<file path="config.mk">
export PLATFORM = sky130hd
export DESIGN_NAME = bank_addr_decoder
export DESIGN_NICKNAME = d
export VERILOG_FILES = /design/src/rtl/bankdec_pkg.sv /design/src/rtl/bank_window.sv /design/src/rtl/bank_pick.sv /design/src/rtl/word_builder.sv /design/src/rtl/bank_addr_decoder.sv
export SDC_FILE = /design/constraint.sdc
export NUM_CORES = 1
export LEC_CHECK = 0
export ABC_AREA = 1
export BUFFER_PORTS_ARGS = -buffer_cell sky130_fd_sc_hd__buf_4
export CAP_MARGIN = 20
export CORE_MARGIN = 2
export CORE_UTILIZATION = 46
export DETAILED_ROUTE_END_ITERATION = 8
export PLACE_DENSITY_LB_ADDON = 0.15
export SYNTH_ARGS = -nofsm -noshare
export SYNTH_HDL_FRONTEND = slang
export SYNTH_SLANG_ARGS = --single-unit
</file>
<file path="constraint.sdc">
create_clock -name clk -period 1.51 [get_ports clk]
set_input_delay 0.0755 -clock clk [delete_from_list [all_inputs] [get_ports clk]]
set_output_delay 0.0755 -clock clk [all_outputs]
set_load 0.01 [all_outputs]
</file>
<file path="src/rtl/bankdec_pkg.sv">
package bankdec_pkg;
  localparam int WORD_W        = 32;
  localparam int BASE_LSB      = 23;
  localparam int SIZE_LSB      = 17;
  localparam int SIZE_W        = 3;
  localparam int EN_BIT        = 0;
  localparam int MIN_SPAN_LOG2 = 22;
  localparam int NUM_CODES     = 7;
  localparam logic [SIZE_W-1:0] CODE_ILLEGAL = 3'd7;
  localparam logic [WORD_W-1:0] BASE_MASK =
    {{(WORD_W-BASE_LSB){1'b1}}, {BASE_LSB{1'b0}}};

  function automatic logic [WORD_W:0] code_span(input logic [SIZE_W-1:0] code);
    code_span = (WORD_W+1)'(1) << (MIN_SPAN_LOG2 + int'(code));
  endfunction
endpackage

</file>
<file path="src/rtl/bank_window.sv">
module bank_window
  import bankdec_pkg::*;
(
  input  logic              glb_en,
  input  logic [WORD_W-1:0] ctl,
  input  logic [WORD_W-1:0] addr,
  output logic              hit,
  output logic [WORD_W-1:0] base
);
  logic [SIZE_W-1:0] code;
  logic [WORD_W:0]   limit;
  logic              usable;
  logic              above, below;

  always_comb begin
    code   = ctl[SIZE_LSB +: SIZE_W];
    base   = ctl & BASE_MASK;
    limit  = {1'b0, base} + code_span(code);
    usable = glb_en && ctl[EN_BIT] && (code != CODE_ILLEGAL);
    above  = {1'b0, addr} >= {1'b0, base};
    below  = {1'b0, addr} < limit;
    hit    = usable && above && below;
  end
endmodule

</file>
<file path="src/rtl/bank_pick.sv">
module bank_pick #(
  parameter int N     = 4,
  parameter int IDX_W = 2
) (
  input  logic [N-1:0]     hits,
  output logic [N-1:0]     onehot,
  output logic [IDX_W-1:0] idx,
  output logic             any,
  output logic             multi
);
  localparam int CNT_W = $clog2(N + 1);
  logic [CNT_W-1:0] cnt;

  always_comb begin
    idx    = '0;
    onehot = '0;
    cnt    = '0;
    for (int i = N - 1; i >= 0; i--) begin
      if (hits[i]) begin
        idx    = IDX_W'(i);
        onehot = N'(1) << i;
      end
    end
    for (int i = 0; i < N; i++) cnt = cnt + CNT_W'(hits[i]);
    any   = (cnt != '0);
    multi = (cnt > CNT_W'(1));
  end
endmodule

</file>
<file path="src/rtl/word_builder.sv">
module word_builder
  import bankdec_pkg::*;
(
  input  logic [WORD_W-1:0] req_base,
  input  logic [WORD_W-1:0] req_size,
  output logic [WORD_W-1:0] word,
  output logic              bad
);
  logic [SIZE_W-1:0] code;
  logic              found;

  always_comb begin
    code  = '0;
    found = 1'b0;
    for (int c = 0; c < NUM_CODES; c++) begin
      if ({1'b0, req_size} == code_span(SIZE_W'(c))) begin
        code  = SIZE_W'(c);
        found = 1'b1;
      end
    end
    bad  = !found;
    word = '0;
    if (found) begin
      word = req_base & BASE_MASK;
      word[SIZE_LSB +: SIZE_W] = code;
      word[EN_BIT] = 1'b1;
    end
  end
endmodule

</file>
<file path="src/rtl/bank_addr_decoder.sv">
module bank_addr_decoder
  import bankdec_pkg::*;
#(
  parameter int NUM_BANKS = 4,
  parameter int IDX_W     = (NUM_BANKS > 1) ? $clog2(NUM_BANKS) : 1
) (
  input  logic                        clk,
  input  logic                        rst_n,
  input  logic                        glb_en,
  input  logic [NUM_BANKS*WORD_W-1:0] bank_ctl,
  input  logic                        req_valid,
  input  logic [WORD_W-1:0]           req_addr,
  output logic                        rsp_valid,
  output logic [NUM_BANKS-1:0]        hit_vec,
  output logic [IDX_W-1:0]            hit_idx,
  output logic [WORD_W-1:0]           hit_offset,
  output logic                        miss,
  output logic                        overlap,
  input  logic [WORD_W-1:0]           bld_base,
  input  logic [WORD_W-1:0]           bld_size,
  output logic [WORD_W-1:0]           bld_word,
  output logic                        bld_bad
);
  logic [NUM_BANKS-1:0] raw_hit;
  logic [WORD_W-1:0]    bases [NUM_BANKS];
  logic [NUM_BANKS-1:0] sel_vec;
  logic [IDX_W-1:0]     sel_idx;
  logic                 sel_any, sel_multi;
  logic [WORD_W-1:0]    sel_base;

  logic [NUM_BANKS-1:0] nxt_vec;
  logic [IDX_W-1:0]     nxt_idx;
  logic [WORD_W-1:0]    nxt_off;
  logic                 nxt_miss, nxt_ovl;

  for (genvar b = 0; b < NUM_BANKS; b++) begin : g_win
    bank_window u_win (
      .glb_en (glb_en),
      .ctl    (bank_ctl[b*WORD_W +: WORD_W]),
      .addr   (req_addr),
      .hit    (raw_hit[b]),
      .base   (bases[b])
    );
  end

  bank_pick #(.N(NUM_BANKS), .IDX_W(IDX_W)) u_pick (
    .hits   (raw_hit),
    .onehot (sel_vec),
    .idx    (sel_idx),
    .any    (sel_any),
    .multi  (sel_multi)
  );

  word_builder u_bld (
    .req_base (bld_base),
    .req_size (bld_size),
    .word     (bld_word),
    .bad      (bld_bad)
  );

  always_comb begin
    sel_base = '0;
    for (int b = 0; b < NUM_BANKS; b++)
      if (sel_vec[b]) sel_base = bases[b];
  end

  // next state, written with an explicit clock enable on req_valid
  always_comb begin
    nxt_vec  = hit_vec;
    nxt_idx  = hit_idx;
    nxt_off  = hit_offset;
    nxt_miss = miss;
    nxt_ovl  = overlap;
    if (req_valid) begin
      nxt_vec  = sel_vec;
      nxt_idx  = sel_any ? sel_idx : '0;
      nxt_off  = sel_any ? (req_addr - sel_base) : '0;
      nxt_miss = !sel_any;
      nxt_ovl  = sel_multi;
    end
  end

  always_ff @(posedge clk or negedge rst_n) begin
    if (!rst_n) begin
      rsp_valid  <= 1'b0;
      hit_vec    <= '0;
      hit_idx    <= '0;
      hit_offset <= '0;
      miss       <= 1'b0;
      overlap    <= 1'b0;
    end else begin
      rsp_valid  <= req_valid;
      hit_vec    <= nxt_vec;
      hit_idx    <= nxt_idx;
      hit_offset <= nxt_off;
      miss       <= nxt_miss;
      overlap    <= nxt_ovl;
    end
  end
endmodule

</file>
==> impl_metrics.sql, run 1 <==
INSERT INTO impl_metrics (metric_group, metric, value, unit) VALUES
('outcome', 'status', 'finished, violations left', ''),
('outcome', 'violations', 'negative setup slack', ''),
('timing', 'setup_viol_count_final', '54', ''),
('drt', 'drcViolationCount', '0', ''),
('floorplanning', 'number_of_top_level_pins', '302', ''),
('clock_network', 'cts.clk_slew.worst_paths', '0.07', 'ns'),
('drt', 'first_pass_iteration_count_of_the_detailed_router', '7', ''),
('global_route', 'grt_antenna_before_repair', '1', ''),
('yosys', 'synth_edf_count', '0', ''),
('yosys', 'yosys-top-cells-count', 'nand2_1, inv_1, ha_1', ''),
('drt', 'dr_vias_cell', '5.61', ''),
('yosys', 'yosysWarningCount', '0', ''),
('yosys', 'area_share_of_the_leading_cell_type_in_the_synthesized_netlist', '24.9', '%'),
('cells_and_area', 'utilization', '83.5', '%'),
('drt', 'routed-wl-met2', '16000', 'µm'),
('timing', 'slew_headroom', '63.6', '%'),
('timing', 'worst_clock_skew', '0', 'ns'),
('cells_and_area', 'post_route_cells_drive_above_1_share', '47.9', '%'),
('clock_network', 'clk-insertion-delay-late', '0.29', 'ns'),
('global_route', 'grt_pass1_vias', '9473', ''),
('yosys', 'yosys_register_bits', '41', ''),
('yosys', 'synth_ff_type', 'dfrtp_1', ''),
('drt', 'drt_iter0_drc', '879', ''),
('clock_network', 'cts-buffers-inserted', '5', ''),
('cells_and_area', 'fin_nets', '2003', ''),
('yosys', 'synth.area.top_cells', 'ha_1, dfrtp_1, nand2_1', ''),
('drt', 'wire_per_inst', '18.7', 'µm'),
('yosys', 'postSynthCellCount', '1083', ''),
('place', 'port_buffers', '183', ''),
('floorplanning', 'dieArea', '0.0169', 'mm²'),
('clock_network', 'clock_tree_from_tritoncts', 'done', ''),
('setup_path', 'worstReg2RegStart', 'hit_offset[28]', ''),
('drt', 'via_count', '10300', ''),
('place', 'rd_place_congestion', '0.974', ''),
('global_route', 'global_route.overflow_total', '0', ''),
('global_route', 'globalRouteTotalUtil', '34.4', '%'),
('drt', 'met3RoutedLength', '3310', 'µm'),
('yosys', 'ys_types', '50', ''),
('pwr', 'leakagePower', '0.00696', 'µW'),
('setup_path', 'worst-path-max-fanout', '6', ''),
('global_route', 'grt_first_pass_wirelength', '46100', 'µm'),
('floorplanning', 'floorplan.rows', '46', ''),
('drt', 'antenna_violating_nets_post_route', '0', ''),
('clock_network', 'clock_sinks', '41', ''),
('hold_path', 'timing.hold.worst.start', 'req_addr[5]', ''),
('cells_and_area', 'nFillCells', '938', ''),
('floorplanning', 'effective_utilization_at_floorplan', '46.4', '%'),
('timing', 'worst_slack', '-4.10', 'ns'),
('pwr', 'power_density', '562', 'mW/mm²'),
('clock_network', 'cts-htree-levels', '2', ''),
('setup_path', 'critical-path-max-stage-delay', '0.39', 'ns'),
('yosys', 'ys_async_sr_fraction', '100', '%'),
('yosys', 'avgSynthCellArea', '6.74', 'µm²'),
('cells_and_area', 'areaGrowthSynthToFinish', '79.8', '%'),
('drt', 'highest-signal-layer', 'met5', ''),
('setup_path', 'critPathRequiredTime', '1.70', 'ns'),
('yosys', 'syn_area', '0.00730', 'mm²'),
('floorplanning', 'die_h', '130', 'µm'),
('timing', 'worstMarginPinSlew', '0.546', 'ns'),
('setup_path', 'critical_path.endpoint_type', 'register', ''),
('timing', 'report.final.hold_viol_count', '0', ''),
('pwr', 'ir_drop', '0.000584', 'V'),
('timing', 'drv_slew', '0', ''),
('run', 'cap_violations', '0', ''),
('yosys', 'synth_top_cell_by_area', 'ha_1', ''),
('yosys', 'yosys.cell_count.top_type', 'nand2_1', ''),
('place', 'detailedPlacementHpwl', '21400', 'µm'),
('floorplanning', 'placeableCoreArea', '0.0157', 'mm²'),
('setup_path', 'ff2ff_setup_slack', '0.63', 'ns'),
('setup_path', 'crit_path_start', 'bank_ctl[115]', ''),
('timing', 'setup_repair_after_global_routing_missed_its_margin', 'yes', '');
==> power by group <==
part	switching [µW]	internal (µW)
registers	121	1250
clock network	463	827
logic	2400	2310
total	2990	4390
==> layout by cell type, fill, tap and decap left out, drive strengths merged, types with 41 or more instances in the layout <==
| cell type | n |
|---|---|
| a21oi | 64 |
| dfrtp | 41 |
| nand4 | 43 |
| ha | 145 |
| nand3 | 46 |
| nor2 | 115 |
| o21ai | 71 |
| inv | 179 |
| buf | 555 |
| nand2 | 208 |
==> flip-flops by register name, indices dropped and copies added (netlist names) <==
register    count
rsp_valid       1
hit_offset     32
miss            1
hit_idx         2
overlap         1
hit_vec         4
==> worst paths after layout <==
check                                 endpoint  cells past startpoint
worst max-delay path            hit_offset[30]                     42
worst max register to register  hit_offset[28]                      1
worst min-delay path             hit_offset[5]                      3
max in group asynchronous       hit_offset[10]                      2
worst min register to register  hit_offset[11]                      2
min in group asynchronous       hit_offset[28]                      2
==> per-stage QoR <==
| stage | setup WS [ns] | std cells | area (µm²) | TNS, ns | power, µW |
|---|---|---|---|---|---|
| 4_1_cts | -3.30 | 1820 | 12400 | -118.90 | 6630 |
| 6_report | -4.10 | 1842 | 13100 | -138.07 | 7370 |
| 5_1_grt | -4.38 | 1842 | 13100 | -147.35 | 7760 |
| 3_5_place_dp | -3.91 | 1729 | 11000 | -136.31 | 4860 |
| 3_3_place_gp | -3.75 | 1729 | 11000 | -133.31 | 4760 |
| 2_1_floorplan | -3.67 | 1101 | 7660 | -120.09 | 3180 |
==> what timing repair did <==
item,in CTS,in global routing
setup endpoints to repair,54,54
setup buffers,96,30
resized for setup,143,161
hold buffers,2,0
cloned,3,1
endpoints found under the hold margin,42,0
pin swaps,107,76
==> area by class of cell <==
cell class                      count  area [µm²]  share of cell area, %
Multi-Input combinational cell    838        6370                   48.6
Inverter                          180         733                   5.59
Timing Repair Buffer              558        4540                   34.6
Clock buffer                        7         143                   1.09
Clock inverter                      1        30.0                  0.229
Sequential cell                    41        1030                   7.82
Antenna cell                        1        2.50                 0.0191
Tap cell                          216         270                   2.06
==> metal layers <==
layer / track usage (%) / vias to the layer above
met5: 0 / -
met4: 15.9 / 2
met3: 4.72 / 237
met2: 60.4 / 695
met1: 41.6 / 4725
li1: - / 4676
==> critical path, delay by kind of cell <==
family / cells / cell delay, ns
xor+xnor: 2 / 0.35
buf+inv: 8 / 0.64
simple gates: 19 / 2.36
fa+ha+maj: 5 / 1.34
compound gates: 8 / 1.03
==> kinds of logic (layout without fill, tap and decap cells) <==
family                     Yosys count  count (layout)  share of synthesized area [%]
DFF                                 41              41                           14.1
other                                1              20                         0.0514
xor gates and xnor gates            31              31                           3.72
and+or+nand+nor                    460             460                           28.5
adders and majority gates          151             151                           26.5
buffers and inverters              222             746                           12.8
AOI/OAI and AO/OA                  177             177                           14.4
Note: power is estimated with default switching activity, not from simulation.
==> inputs of run 2 (changes only) <==
- CORE_UTILIZATION: 46 -> 40
==> impl_metrics.sql, run 2 (synthesis results as in run 1) <==
INSERT INTO impl_metrics (metric_group, metric, value, unit) VALUES
('floorplanning', 'fp.dieW', '139', 'µm'),
('pwr', 'leakagePower', '0.00680', 'µW'),
('cells_and_area', 'utilization', '70.9', '%'),
('place', 'detailedPlace.worstSlack', '-3.92', 'ns'),
('pwr', 'p_int', '4350', 'µW'),
('timing', 'setup_viol_count_final', '54', ''),
('drt', 'drt_iter0_drc', '451', ''),
('timing', 'setup_repair_after_global_routing_missed_its_margin', 'yes', ''),
('setup_path', 'critPathRequiredTime', '1.69', 'ns'),
('hold_path', 'worst_hold_path_type', 'primary input to register', ''),
('outcome', 'status', 'finished, violations left', ''),
('clock_network', 'clock_tree_from_tritoncts', 'done', ''),
('timing', 'report.final.hold_viol_count', '0', ''),
('timing', 'slew_headroom', '64.6', '%'),
('global_route', 'grt_pass1_vias', '8761', ''),
('drt', 'drcViolationCount', '0', ''),
('setup_path', 'arrival', '5.10', 'ns'),
('place', 'port_buffers', '183', ''),
('pwr', 'power_density', '552', 'mW/mm²'),
('setup_path', 'worst_path_cell_with_the_longest_stage_delay', 'fa_2', ''),
('timing', 'finalWorstPathRequiredPeriod', '4.92', 'ns'),
('global_route', 'grt_max_degree', '42', ''),
('run', 'cap_violations', '0', ''),
('setup_path', 'critical_path.endpoint_type', 'register', ''),
('setup_path', 'critPathCapture', 'hit_offset[30]', ''),
('timing', 'finalSetupTns', '-126.95', 'ns'),
('cells_and_area', 'fin_nets', '1975', ''),
('drt', 'dr_vias_cell', '5.03', ''),
('setup_path', 'ff2ff_setup_slack', '0.76', 'ns'),
('pwr', 'netSwitchingPower', '2650', 'µW'),
('clock_network', 'cts.clk_slew.worst_paths', '0.06', 'ns'),
('clock_network', 'root_buffer', 'clkbuf_16', ''),
('floorplanning', 'dieArea', '0.0193', 'mm²'),
('place', 'post-place-cells', '1755', ''),
('clock_network', 'clock_sinks', '41', ''),
('global_route', 'global_route.overflow_total', '0', ''),
('drt', 'first_pass_iteration_count_of_the_detailed_router', '5', ''),
('drt', 'via_count', '9182', ''),
('global_route', 'grt_first_pass_wirelength', '42800', 'µm'),
('global_route', 'grt_antenna_before_repair', '0', ''),
('timing', 'worst_slack', '-3.41', 'ns'),
('floorplanning', 'number_of_top_level_pins', '302', ''),
('cells_and_area', 'most-common-layout-cells', 'buf_4, nand2_1, inv_1', ''),
('drt', 'route.final.wire_length', '27900', 'µm'),
('clock_network', 'clk-insertion-delay-late', '0.28', 'ns'),
('drt', 'antenna_violating_nets_post_route', '0', ''),
('pwr', 'power.total', '7010', 'µW'),
('cells_and_area', 'registers.top_by_ff_count', 'hit_offset', ''),
('pwr', 'power.share.sequential', '19.3', '%'),
('setup_path', 'worst-path-max-fanout', '7', ''),
('pwr', 'clockPowerShare', '20.2', '%'),
('timing', 'fmax_achieved', '203', 'MHz'),
('pwr', 'power.share.combinational', '60.4', '%'),
('clock_network', 'clk_path_buf_depth', '2', ''),
('clock_network', 'cts-buffers-inserted', '5', ''),
('cells_and_area', 'areaGrowthSynthToFinish', '74.0', '%'),
('clock_network', 'cts-htree-levels', '2', ''),
('floorplanning', 'effective_utilization_at_floorplan', '40.8', '%'),
('cells_and_area', 'finish.cell_count_without_fillers', '1826', ''),
('drt', 'wire_per_inst', '15.3', 'µm'),
('place', 'detailedPlacementHpwl', '21700', 'µm'),
('pwr', 'switching_share', '37.9', '%'),
('setup_path', 'rr_worst_depth', '1', ''),
('place', 'rd_place_congestion', '0.910', ''),
('setup_path', 'worst_setup_path_start_kind', 'primary input', ''),
('floorplanning', 'die_h', '139', 'µm'),
('cells_and_area', 'nFillCells', '1435', ''),
('setup_path', 'crit_path_start', 'bank_ctl[19]', ''),
('timing', 'finalCritPeriodShare', '326', '%'),
('cells_and_area', 'layout.cells.most_common', 'buf_4', ''),
('timing', 'worst_clock_skew', '0', 'ns'),
('setup_path', 'worstReg2RegStart', 'hit_offset[29]', ''),
('cells_and_area', 'reg_top3', 'hit_offset x32, hit_vec x4, hit_idx x2', ''),
('timing', 'drv_slew', '0', ''),
('outcome', 'violations', 'negative setup slack', ''),
('setup_path', 'critical-path-max-stage-delay', '0.37', 'ns'),
('timing', 'worstMarginPinSlew', '0.532', 'ns'),
('pwr', 'ir_drop', '0.000822', 'V'),
('setup_path', 'setup.worst_path.class', 'primary input to register', ''),
('floorplanning', 'floorplan.rows', '49', ''),
('cells_and_area', 'largest_register_ff_count', '32', ''),
('global_route', 'globalRouteTotalUtil', '27.0', '%'),
('floorplanning', 'placeableCoreArea', '0.0179', 'mm²'),
('cells_and_area', 'antenna-diode-count', '0', ''),
('cells_and_area', 'post_route_cells_drive_above_1_share', '46.0', '%'),
('setup_path', 'r2r-end', 'hit_offset[29]', '');
==> run 2: cell count changes in the layout (fill, tap and decap cells not counted), moves of 5 or more <==
cell and delta:
buf_6 -24, nor2_4 -6, buf_4 -5, o21ai_1 +6, nand2_1 +5, nand2_2 -5
==> run 2: how the worst min path moves through the flow <==
stage | from | endpoint | slack (ns) | cells after the start
4_1_cts | req_addr[4] | hit_offset[4] | 0.08 | 3
5_1_grt | req_addr[6] | hit_offset[6] | 0.10 | 3
3_5_place_dp | rst_n | rsp_valid | 0.09 | 1
6_report | req_addr[12] | hit_offset[12] | 0.08 | 3
2_1_floorplan | rst_n | hit_idx[0] | -0.22 | 0
3_3_place_gp | rst_n | rsp_valid | 0.09 | 1
==> run 2: layout make-up <==
| class | instances | area (µm²) | share of cell area, % |
|---|---|---|---|
| Multi-Input combinational cell | 838 | 6200 | 48.8 |
| Clock inverter | 3 | 68.8 | 0.542 |
| Timing Repair Buffer | 530 | 4250 | 33.5 |
| Tap cell | 229 | 287 | 2.26 |
| Sequential cell | 41 | 1030 | 8.08 |
| Clock buffer | 5 | 125 | 0.985 |
| Inverter | 180 | 736 | 5.79 |
==> run 2: through the flow <==
stage          hold slack, ns  cell area (µm²)
5_1_grt                 0.101            12700
3_3_place_gp           0.0867            11100
3_5_place_dp           0.0928            11100
2_1_floorplan          -0.220             7660
4_1_cts                0.0845            12100
6_report               0.0790            12700
==> run 2: critical path: cells and delay by family <==
family,cells,cell delay (ns)
AND/OR/NAND/NOR,17,1.65
XOR/XNOR,2,0.30
buffers and inverters,8,0.53
AO/OA/AOI/OAI,10,1.07
adder cells (fa/ha/maj),6,1.48
==> run 2: what timing repair did <==
action / 4_1_cts / 5_1_grt
endpoints found under the hold margin: 42 / 0
setup endpoints to repair: 53 / 54
resized for setup: 120 / 128
pin swaps: 85 / 67
gates cloned: 3 / 1
buffers inserted: 41 / 25
hold buffers: 2 / 0
==> run 2: routing by layer <==
| layer | vias up | GRT usage [%] | wire (µm) | part of all wire, % |
|---|---|---|---|---|
| li1 | 4616 | - | - | - |
| met1 | 4202 | 33.8 | 11500 | 41 |
| met2 | 306 | 48.6 | 13800 | 50 |
| met3 | 58 | 3.45 | 1750 | 6.3 |
| met4 | 0 | 7.44 | 837 | 3.0 |
| met5 | - | 0 | 0 | 0 |
==> run 2: power by group through the flow <==
stage	combinational (µW)	sequential (µW)	clock, µW
detailed placement	3510	1370	0
CTS	3850	1350	1410
global route	4640	1370	1460
floorplan	1760	1420	0
global placement	3450	1360	0
finish	4230	1360	1420
==> inputs of run 3 (changes only) <==
- ABC_AREA: 1 -> 0
- CORE_ASPECT_RATIO: unset -> 0.9
==> impl_metrics.sql, run 3 <==
INSERT INTO impl_metrics (metric_group, metric, value, unit) VALUES
('clock_network', 'cts.clk_slew.worst_paths', '0.06', 'ns'),
('setup_path', 'worst_setup_path_start_kind', 'primary input', ''),
('pwr', 'leakagePower', '0.00579', 'µW'),
('hold_path', 'timing.hold.worst.start', 'req_addr[9]', ''),
('cells_and_area', 'areaGrowthSynthToFinish', '66.5', '%'),
('setup_path', 'ff2ff_setup_slack', '0.73', 'ns'),
('floorplanning', 'die_h', '128', 'µm'),
('place', 'detailedPlacementHpwl', '19300', 'µm'),
('yosys', 'area_share_of_the_leading_cell_type_in_the_synthesized_netlist', '26.6', '%'),
('global_route', 'global_route.overflow_total', '0', ''),
('timing', 'worst_slack', '-4.26', 'ns'),
('clock_network', 'clk_path_buf_depth', '2', ''),
('cells_and_area', 'largest_register_ff_count', '32', ''),
('timing', 'drv_slew', '0', ''),
('hold_path', 'min_delay_path_depth', '3', ''),
('timing', 'finalSetupTns', '-138.73', 'ns'),
('clock_network', 'clock_sinks', '41', ''),
('cells_and_area', 'layout.cells.most_common', 'buf_4', ''),
('yosys', 'avgSynthCellArea', '7.78', 'µm²'),
('yosys', 'synth_ff_type', 'dfrtp_1', ''),
('cells_and_area', 'fin_nets', '1694', ''),
('drt', 'via_count', '7786', ''),
('drt', 'antenna_violating_nets_post_route', '0', ''),
('clock_network', 'clock_tree_from_tritoncts', 'done', ''),
('timing', 'worst_clock_skew', '0', 'ns'),
('cells_and_area', 'most-common-layout-cells', 'buf_4, ha_1, inv_1', ''),
('setup_path', 'rr_worst_depth', '3', ''),
('cells_and_area', 'utilization', '67.7', '%'),
('timing', 'hold-worst-slack', '0.0197', 'ns'),
('pwr', 'power_density', '571', 'mW/mm²'),
('drt', 'drt_iter0_drc', '316', ''),
('floorplanning', 'floorplan.rows', '45', ''),
('setup_path', 'worstReg2RegStart', 'hit_offset[31]', ''),
('timing', 'report.final.hold_viol_count', '0', ''),
('drt', 'first_pass_iteration_count_of_the_detailed_router', '6', ''),
('hold_path', 'worst_hold_path_type', 'primary input to register', ''),
('yosys', 'yosys_register_bits', '41', ''),
('drt', 'wire_per_inst', '15.5', 'µm'),
('cells_and_area', 'design_area', '0.0114', 'mm²'),
('pwr', 'ir_drop', '0.000431', 'V'),
('timing', 'fmax_achieved', '173', 'MHz'),
('clock_network', 'clk-insertion-delay-late', '0.27', 'ns'),
('yosys', 'ys_async_sr_fraction', '100', '%'),
('drt', 'dr_vias_cell', '5.10', ''),
('setup_path', 'worst-path-max-fanout', '5', ''),
('floorplanning', 'number_of_top_level_pins', '302', ''),
('global_route', 'globalRouteTotalUtil', '25.0', '%'),
('yosys', 'yosys.cell_count.top_type', 'ha_1', ''),
('timing', 'finalWorstPathRequiredPeriod', '5.77', 'ns'),
('floorplanning', 'fp.dieW', '142', 'µm'),
('timing', 'setup_repair_after_global_routing_missed_its_margin', 'yes', ''),
('global_route', 'grt_antenna_before_repair', '0', ''),
('setup_path', 'critical_path.endpoint_type', 'register', ''),
('place', 'post_dp_cell_area', '0.0104', 'mm²'),
('yosys', 'synth_top_cell_by_area', 'ha_1', ''),
('floorplanning', 'placeableCoreArea', '0.0168', 'mm²'),
('setup_path', 'worst_path_cell_with_the_longest_stage_delay', 'a2111o_1', ''),
('global_route', 'grt_first_pass_wirelength', '36900', 'µm'),
('cells_and_area', 'reg_top3', 'hit_offset x32, hit_vec x4, hit_idx x2', ''),
('timing', 'worstMarginPinSlew', '0.513', 'ns'),
('outcome', 'status', 'finished, violations left', ''),
('yosys', 'postSynthCellCount', '877', ''),
('yosys', 'synth.area.top_cells', 'ha_1, dfrtp_1, inv_1', ''),
('outcome', 'violations', 'negative setup slack', ''),
('clock_network', 'root_buffer', 'clkbuf_16', ''),
('setup_path', 'critical-path-max-stage-delay', '0.35', 'ns'),
('clock_network', 'cts-htree-levels', '2', ''),
('place', 'detailedPlace.worstSlack', '-4.55', 'ns'),
('timing', 'setup_viol_count_final', '51', ''),
('setup_path', 'arrival', '5.99', 'ns'),
('yosys', 'ys_seq_area_share', '15.0', '%'),
('place', 'port_buffers', '183', ''),
('setup_path', 'critPathRequiredTime', '1.73', 'ns'),
('cells_and_area', 'antenna-diode-count', '0', ''),
('yosys', 'yosysWarningCount', '0', ''),
('setup_path', 'buffers_and_inverters_on_the_worst_path', '5', ''),
('hold_path', 'hold-path-endpoint', 'hit_offset[9]', ''),
('cells_and_area', 'post_route_cells_drive_above_1_share', '44.3', '%'),
('floorplanning', 'effective_utilization_at_floorplan', '40.7', '%'),
('setup_path', 'critical-path-top-delay-family', 'compound AO/OA/AOI/OAI gates', ''),
('global_route', 'grt_max_degree', '42', ''),
('run', 'cap_violations', '0', ''),
('timing', 'slew_headroom', '65.8', '%'),
('yosys', 'yosys-top-cells-count', 'ha_1, inv_1, nand2_1', ''),
('yosys', 'ys_types', '64', ''),
('timing', 'finalCritPeriodShare', '382', '%'),
('yosys', 'synth_edf_count', '0', ''),
('setup_path', 'r2r-end', 'hit_offset[31]', ''),
('drt', 'route.final.wire_length', '23600', 'µm'),
('yosys', 'syn_area', '0.00682', 'mm²'),
('clock_network', 'cts-buffers-inserted', '5', ''),
('cells_and_area', 'registers.top_by_ff_count', 'hit_offset', ''),
('global_route', 'grt_pass1_vias', '7488', ''),
('place', 'rd_place_congestion', '0.893', ''),
('drt', 'drcViolationCount', '0', ''),
('setup_path', 'setup.worst_path.class', 'primary input to register', ''),
('floorplanning', 'dieArea', '0.0181', 'mm²');
## run 3: repair_timing
action,CTS,global route
buffers inserted,33,17
hold buffers,1,0
pin swaps,44,52
resized for setup,77,56
cloned,3,1
hold endpoints to repair,41,0
endpoints found under the setup margin,52,53
## run 3: where the power goes
group	switching (µW)	internal [µW]	leakage (µW)
logic	1750	2020	0.00514
registers	87.0	1250	0.000552
clock network	425	952	0.0000944
## run 3: final cells by class
cell class,count,area (µm²)
Multi-Input combinational cell,703,5770
Fill cell,1399,5420
Timing Repair Buffer,459,3690
Sequential cell,41,1030
Inverter,105,408
Tap cell,211,264
Clock buffer,5,125
Clock inverter,3,68.8
## run 3: worst max-delay path by stage
stage                            start             end  slack (ns)  depth (start not counted)
after detailed placement  bank_ctl[50]  hit_offset[31]       -4.55                         37
after global placement    bank_ctl[50]  hit_offset[31]       -4.40                         37
after global routing      bank_ctl[50]  hit_offset[31]       -4.55                         36
final                     bank_ctl[50]  hit_offset[31]       -4.26                         35
after floorplan           bank_ctl[18]  hit_offset[31]       -4.60                         42
after CTS                 bank_ctl[19]  hit_offset[31]       -4.17                         39
## run 3: logic make-up (layout without fill, tap and decap cells)
logic type,count (synthesis),after routing,share of synthesized area [%]
fa+ha+maj,151,151,28.4
compound gates,206,206,19.1
buf+inv,151,572,9.43
simple gates,273,273,20.6
flops,41,41,15.0
mux,19,19,2.99
xor+xnor,35,35,4.49
other cells,1,19,0.0550
## run 3: worst min-delay path: cells and delay by family
kind / cells / cell delay, ns
simple gates: 1 / 0.04
buf+inv: 1 / 0.08
compound gates: 1 / 0.06
## run 3: through the flow
| stage | std cells | power, µW |
|---|---|---|
| 6_report | 1527 | 6490 |
| 5_1_grt | 1527 | 6920 |
| 4_1_cts | 1522 | 6360 |
| 3_5_place_dp | 1486 | 4660 |
| 3_3_place_gp | 1486 | 4610 |
| 2_1_floorplan | 895 | 3050 |
## run 3: routing by layer
layer / vias to the layer above / part of all wire, % / GRT usage (%)
met5: - / 0 / 0
met4: 0 / 2.6 / 6.12
met3: 38 / 5.3 / 1.91
met2: 227 / 47 / 42.4
met1: 3556 / 45 / 34.7
li1: 3965 / - / -
